## src/rtl/dmz_pkg.sv

```systemverilog
package dmz_pkg;
    localparam int ADDR_W = 14;
    localparam int DATA_W = 16;
    localparam int WAIT_W = 3;
    localparam int NZONES = 5;
    localparam int ZONE_W = $clog2(NZONES);
    localparam int CFG_W  = NZONES * WAIT_W;

    // Last word of each external zone; decode priority depends on this order.
    localparam logic [ADDR_W-1:0] ZONE_LAST [NZONES] =
        '{14'h03FF, 14'h07FF, 14'h2FFF, 14'h33FF, 14'h37FF};
    localparam logic [ADDR_W-1:0] ONCHIP_BASE = 14'h3800;

    typedef enum logic [1:0] {
        ST_IDLE = 2'd0,
        ST_EXT  = 2'd1,
        ST_INT  = 2'd2
    } seq_state_e;
endpackage

```

## src/rtl/dmz_decode.sv

```systemverilog
module dmz_decode
    import dmz_pkg::*;
(
    input  logic [ADDR_W-1:0] addr,
    output logic [ZONE_W-1:0] zone,
    output logic              is_onchip
);
    always_comb begin
        is_onchip = (addr >= ONCHIP_BASE);
        zone      = ZONE_W'(NZONES - 1);
        for (int k = NZONES - 1; k >= 0; k--) begin
            if (addr <= ZONE_LAST[k]) begin
                zone = ZONE_W'(k);
            end
        end
    end
endmodule

```

## src/rtl/dmz_cfg.sv

```systemverilog
module dmz_cfg
    import dmz_pkg::*;
(
    input  logic              clk,
    input  logic              rst_n,
    input  logic              we,
    input  logic [CFG_W-1:0]  wdata,
    input  logic [ZONE_W-1:0] zone,
    output logic [WAIT_W-1:0] wait_sel
);
    logic [CFG_W-1:0] cfg_d, cfg_q;

    always_comb begin
        cfg_d = we ? wdata : cfg_q;
    end

    always_ff @(posedge clk or negedge rst_n) begin
        if (!rst_n) cfg_q <= '1;
        else        cfg_q <= cfg_d;
    end

    logic [WAIT_W-1:0] field [NZONES];
    for (genvar g = 0; g < NZONES; g++) begin : g_field
        assign field[g] = cfg_q[g*WAIT_W +: WAIT_W];
    end

    always_comb begin
        wait_sel = field[0];
        for (int k = 1; k < NZONES; k++) begin
            if (zone == ZONE_W'(k)) wait_sel = field[k];
        end
    end
endmodule

```

## src/rtl/dmz_seq.sv

```systemverilog
module dmz_seq
    import dmz_pkg::*;
(
    input  logic              clk,
    input  logic              rst_n,
    input  logic              req,
    input  logic              req_we,
    input  logic [ADDR_W-1:0] req_addr,
    input  logic [DATA_W-1:0] req_wdata,
    input  logic              is_onchip,
    input  logic [WAIT_W-1:0] wait_sel,
    input  logic [DATA_W-1:0] mem_rdata,
    output logic [ADDR_W-1:0] mem_addr,
    output logic [DATA_W-1:0] mem_wdata,
    output logic              mem_sel_n,
    output logic              mem_rd_n,
    output logic              mem_wr_n,
    output logic              done,
    output logic              onchip,
    output logic [DATA_W-1:0] rdata
);
    typedef struct packed {
        seq_state_e        st;
        logic [WAIT_W-1:0] cnt;
        logic              we;
        logic [ADDR_W-1:0] addr;
        logic [DATA_W-1:0] wdata;
        logic [DATA_W-1:0] rdata;
    } seq_t;

    seq_t s_d, s_q;

    always_comb begin
        s_d = s_q;
        unique case (s_q.st)
            ST_IDLE: begin
                if (req) begin
                    s_d.addr  = req_addr;
                    s_d.we    = req_we;
                    s_d.wdata = req_wdata;
                    s_d.cnt   = wait_sel;
                    s_d.st    = is_onchip ? ST_INT : ST_EXT;
                end
            end
            ST_EXT: begin
                if (s_q.cnt == '0) begin
                    s_d.st = ST_IDLE;
                    if (!s_q.we) s_d.rdata = mem_rdata;
                end else begin
                    s_d.cnt = s_q.cnt - 1'b1;
                end
            end
            ST_INT:  s_d.st = ST_IDLE;
            default: s_d.st = ST_IDLE;
        endcase
    end

    always_ff @(posedge clk or negedge rst_n) begin
        if (!rst_n) begin
            s_q <= '{st: ST_IDLE, cnt: '0, we: 1'b0, addr: '0, wdata: '0, rdata: '0};
        end else begin
            s_q <= s_d;
        end
    end

    assign mem_addr  = s_q.addr;
    assign mem_wdata = s_q.wdata;
    assign mem_sel_n = (s_q.st != ST_EXT);
    assign mem_rd_n  = !((s_q.st == ST_EXT) && !s_q.we);
    assign mem_wr_n  = !((s_q.st == ST_EXT) && s_q.we);
    assign done      = ((s_q.st == ST_EXT) && (s_q.cnt == '0)) || (s_q.st == ST_INT);
    assign onchip    = (s_q.st == ST_INT);
    assign rdata     = s_q.rdata;

    AST_STROBES_EXCL: assert property (@(posedge clk) disable iff (!rst_n)
        !(!mem_rd_n && !mem_wr_n));
    AST_STROBE_NEEDS_SEL: assert property (@(posedge clk) disable iff (!rst_n)
        (!mem_rd_n || !mem_wr_n) |-> !mem_sel_n);
    AST_DONE_SINGLE: assert property (@(posedge clk) disable iff (!rst_n)
        done |=> !done);
    AST_ONCHIP_QUIET: assert property (@(posedge clk) disable iff (!rst_n)
        onchip |-> (mem_sel_n && done));
    AST_ADDR_HELD: assert property (@(posedge clk) disable iff (!rst_n)
        (!mem_sel_n && !done) |=> ($stable(mem_addr) && $stable(mem_wdata) && !mem_sel_n));
    AST_RDATA_HELD: assert property (@(posedge clk) disable iff (!rst_n)
        !(!mem_rd_n && done) |=> $stable(rdata));
endmodule

```

## src/rtl/dmem_zone_ctrl.sv

```systemverilog
module dmem_zone_ctrl
    import dmz_pkg::*;
(
    input  logic              clk,
    input  logic              rst_n,
    input  logic              cfg_we,
    input  logic [CFG_W-1:0]  cfg_wdata,
    input  logic              req,
    input  logic              req_we,
    input  logic [ADDR_W-1:0] req_addr,
    input  logic [DATA_W-1:0] req_wdata,
    input  logic [DATA_W-1:0] mem_rdata,
    output logic [ADDR_W-1:0] mem_addr,
    output logic [DATA_W-1:0] mem_wdata,
    output logic              mem_sel_n,
    output logic              mem_rd_n,
    output logic              mem_wr_n,
    output logic              done,
    output logic              onchip,
    output logic [DATA_W-1:0] rdata
);
    logic [ZONE_W-1:0] zone;
    logic              is_onchip;
    logic [WAIT_W-1:0] wait_sel;

    dmz_decode u_decode (
        .addr      (req_addr),
        .zone      (zone),
        .is_onchip (is_onchip)
    );

    dmz_cfg u_cfg (
        .clk      (clk),
        .rst_n    (rst_n),
        .we       (cfg_we),
        .wdata    (cfg_wdata),
        .zone     (zone),
        .wait_sel (wait_sel)
    );

    dmz_seq u_seq (
        .clk       (clk),
        .rst_n     (rst_n),
        .req       (req),
        .req_we    (req_we),
        .req_addr  (req_addr),
        .req_wdata (req_wdata),
        .is_onchip (is_onchip),
        .wait_sel  (wait_sel),
        .mem_rdata (mem_rdata),
        .mem_addr  (mem_addr),
        .mem_wdata (mem_wdata),
        .mem_sel_n (mem_sel_n),
        .mem_rd_n  (mem_rd_n),
        .mem_wr_n  (mem_wr_n),
        .done      (done),
        .onchip    (onchip),
        .rdata     (rdata)
    );
endmodule

```

## config.mk

```make
export PLATFORM = sky130hd
export DESIGN_NAME = dmem_zone_ctrl
export DESIGN_NICKNAME = d
export VERILOG_FILES = /design/src/rtl/dmz_pkg.sv /design/src/rtl/dmz_decode.sv /design/src/rtl/dmz_cfg.sv /design/src/rtl/dmz_seq.sv /design/src/rtl/dmem_zone_ctrl.sv
export SDC_FILE = /design/constraint.sdc
export NUM_CORES = 1
export LEC_CHECK = 0
export BUFFER_PORTS_ARGS = -buffer_cell sky130_fd_sc_hd__buf_4
export CORE_MARGIN = 2
export CORE_UTILIZATION = 30
export DETAILED_ROUTE_END_ITERATION = 8
export SYNTH_ARGS = -nofsm -noshare
export SYNTH_HDL_FRONTEND = slang
export SYNTH_HIERARCHICAL = 1
export SYNTH_SLANG_ARGS = --single-unit
```

## constraint.sdc

```tcl
create_clock -name clk -period 3.7 [get_ports clk]
set_clock_uncertainty 0.05 [all_clocks]
set_input_delay 0.74 -clock clk [delete_from_list [all_inputs] [get_ports clk]]
set_output_delay 0.74 -clock clk [all_outputs]
set_load 0.02 [all_outputs]
```

==> flow_summary.yaml <==
detailed_routing:
  post_drt_wl_per_cell_um: 13.73
  routed_wirelength_um: 6370
  first_iter_violations: 42
  routed_via_density: 4.356
  via_count: 2021
  dr.pass1.iters: 4
  ant_nets: 0
  route.detailed.drc: 0
floorplanning:
  rows: 38
  start_util_pct: 30.62
  core_um2: 10790
  ios: 117
  die_area_um2: 11870
  die_h_um: 109.0
  dieWidth_um: 109.0
power_and_ir_drop:
  comb_power_share_pct: 44.2
  power_density_nw_per_um2: 816.9
  cellInternalPower_mw: 2.247
  p_sw_share_pct: 34.30
  p_total_mw: 3.420
  seq_power_share_pct: 35.6
  switchingPower_mw: 1.173
  leakage_nw: 1.962
  peakVddDrop_v: 0.0002708
  clkPwrFrac_pct: 20.2
clocking:
  clk_latency_ns: 0.34
  numCtsBuffers: 9
  post_cts_buffers: 0
  path_clk_slew_ns: 0.07
  cts_resized: 0
  cts.path.max_buffers: 2
  cts_max_level: 3
  hold_buffers: 0
  cts_tree: "yes"
  cts-root-buf: "clkbuf_8"
  clock-sinks: 67
setup_path:
  cp_max_fo: 10
  cp_top_family: "compound AO/OA/AOI/OAI gates"
  cp.buffers_inverters: 1
  crit_path_start_kind: "input pin"
  cp_data_arrival_time_ns: 2.70
  crit_type: "in -> reg"
  critPathMaxStageDelay_ns: 0.78
  crit_chain: "buf_4 > nand2_1 > o31ai_1 > nand2b_1 > o221ai_1 > a22oi_1 > and3b_1 > a31oi_1 > o22ai_1"
  critical_path_required_ns: 3.86
  slowest_stage: "o31ai_1"
  crit_path_end_kind: "flop"
grt:
  grt_max_degree: 68
  grt_overflow: 0
  grtUsageTotal_pct: 11.28
  antenna_found_initial: 0
  grt_pass1_wl_um: 10100
  grt_pass1_vias: 1985
sta:
  tns_ns: 0
  slew_headroom_pct: 35.66
  setup_viol: 0
  fmax_mhz: 394.3
  rsz0062_at_grt: "no"
  worst_slack_ns: 1.164
  hold_viol: 0
  whs_ns: 0.4099
  period_share_pct: 68.55
  tightest_slew_ns: 0.9568
  slew_viol_final: 0
  period_minus_slack_ns: 2.536
placed_design:
  dp_hpwl_um: 4690
  dp_cells: 448
  placed_cell_area_um2: 3959
  gp_congestion: 0.7532
  dp_worst_setup_slack_ns: 0.7926
  io_buffers: 116
final_layout:
  drive_above_1_share_pct: 66.36
  layout_commonest_cell: "buf_4"
  fin_cells: 464
  nFillCells: 1040
  area_growth_pct: 26.69
  nets: 387
  final_cell_mix: "117 x buf_4, 52 x dfrtp_1, 50 x mux2_2"
  design_area_um2: 4187
  diodes: 0
  final_core_util_pct: 38.79
yosys:
  yosys.cell_types.count: 38
  yosysSeqAreaShare_pct: 51.31
  synth_area_um2: 3304
  syn_nets: 314
  ys_warn_count: 6
  synth_top_area_cell: "dfrtp_1"
  syn_inst: 246
  avgSynthCellArea_um2: 13.43
  ys_top_cells_by_area: "dfrtp_1 39%, mux2_2 17%, dfstp_2 12%"
  ys_ff_latch: 67
  synthDominantCellAreaShare_pct: 39.38
job:
  drv_cap: 0
run_status:
  status: "complete, no violations"
min_path:
  min_path_type: "in -> async"
[final cells by class]
type	instances	area, um2	share of cell area [%]
sequential	67	1695	40.50
clock buffer	12	155.1	3.706
tap	140	175.2	4.184
multi-input combinational	118	1187	28.36
timing repair buffer	117	878.3	20.98
inverter	6	22.52	0.5380
clock inverter	4	72.57	1.733
[Yosys cell counts]
cell type / n
o21a_1: 1
nor3b_1: 1
o22ai_1: 1
o31ai_1: 1
inv_2: 1
and3b_1: 1
nand3_1: 1
o311ai_0: 3
or4b_1: 1
o21bai_1: 1
mux2_1: 6
mux2_2: 50
clkinv_1: 1
and2_1: 1
nand2b_1: 3
or3_2: 1
a21boi_0: 1
nor2b_1: 1
mux2_4: 13
dfstp_2: 15
and2b_4: 1
o221ai_1: 3
inv_1: 4
a311oi_1: 2
buf_1: 1
or2b_1: 3
nand2_1: 6
and3_2: 1
or3_1: 1
a22oi_1: 3
nor2_1: 3
mux2i_1: 4
a31oi_1: 2
buf_2: 5
buf_4: 47
ha_1: 2
buf_6: 2
dfrtp_1: 52
[flip-flops by register name, indices dropped and copies added (netlist names)]
| signal | count |
|---|---|
| u_seq/mem_wdata | 16 |
| u_seq/rdata | 16 |
| u_cfg/cfg_q | 15 |
| u_seq/mem_addr | 14 |
| u_seq/s_q | 6 |
[cell families after synthesis]
group | Yosys count | synth area share [%]
muxes | 73 | 26.20
DFF | 67 | 51.31
buffers and inverters | 61 | 12.91
and+or+nand+nor | 25 | 4.544
AOI/OAI and AO/OA | 18 | 4.279
adders and majority gates | 2 | 0.7572
[layer usage]
layer  wire length (um)  global-route usage [%]  share of wire (%)  vias to the layer above
li1                   -                       -                  -                      964
met1               2781                   14.68                 44                      980
met2               3074                   17.21                 48                       68
met3                449                   3.706                7.0                        9
met4                 65                   4.670                1.0                        0
met5                  0                       0                  0                        -
[path summary, 6_finish.rpt]
check | start | endpoint | slack (ns) | cells past startpoint
hold / removal | rst_n | u_seq/mem_addr[0] | 0.41 | 1
hold reg to reg | u_seq/rdata[13] | u_seq/rdata[13] | 0.44 | 1
min in group clk | u_seq/rdata[13] | u_seq/rdata[13] | 0.44 | 1
setup / recovery | req_addr[13] | u_seq/s_q[47] | 1.16 | 9
max in group asynchronous | rst_n | u_seq/s_q[46] | 2.58 | 1
setup reg to reg | u_seq/s_q[51] | u_seq/rdata[2] | 1.53 | 4
[power by group through the flow]
| stage | Clock, mW | Sequential (mW) | Combinational [mW] |
|---|---|---|---|
| 2_1_floorplan | 0 | 1.18 | 1.32 |
| 3_3_place_gp | 0 | 1.23 | 1.52 |
| 3_5_place_dp | 0 | 1.24 | 1.53 |
| 4_1_cts | 0.718 | 1.23 | 1.53 |
| 5_1_grt | 0.759 | 1.26 | 1.63 |
| 6_report | 0.690 | 1.22 | 1.51 |
(Power assumes the default switching activity.)
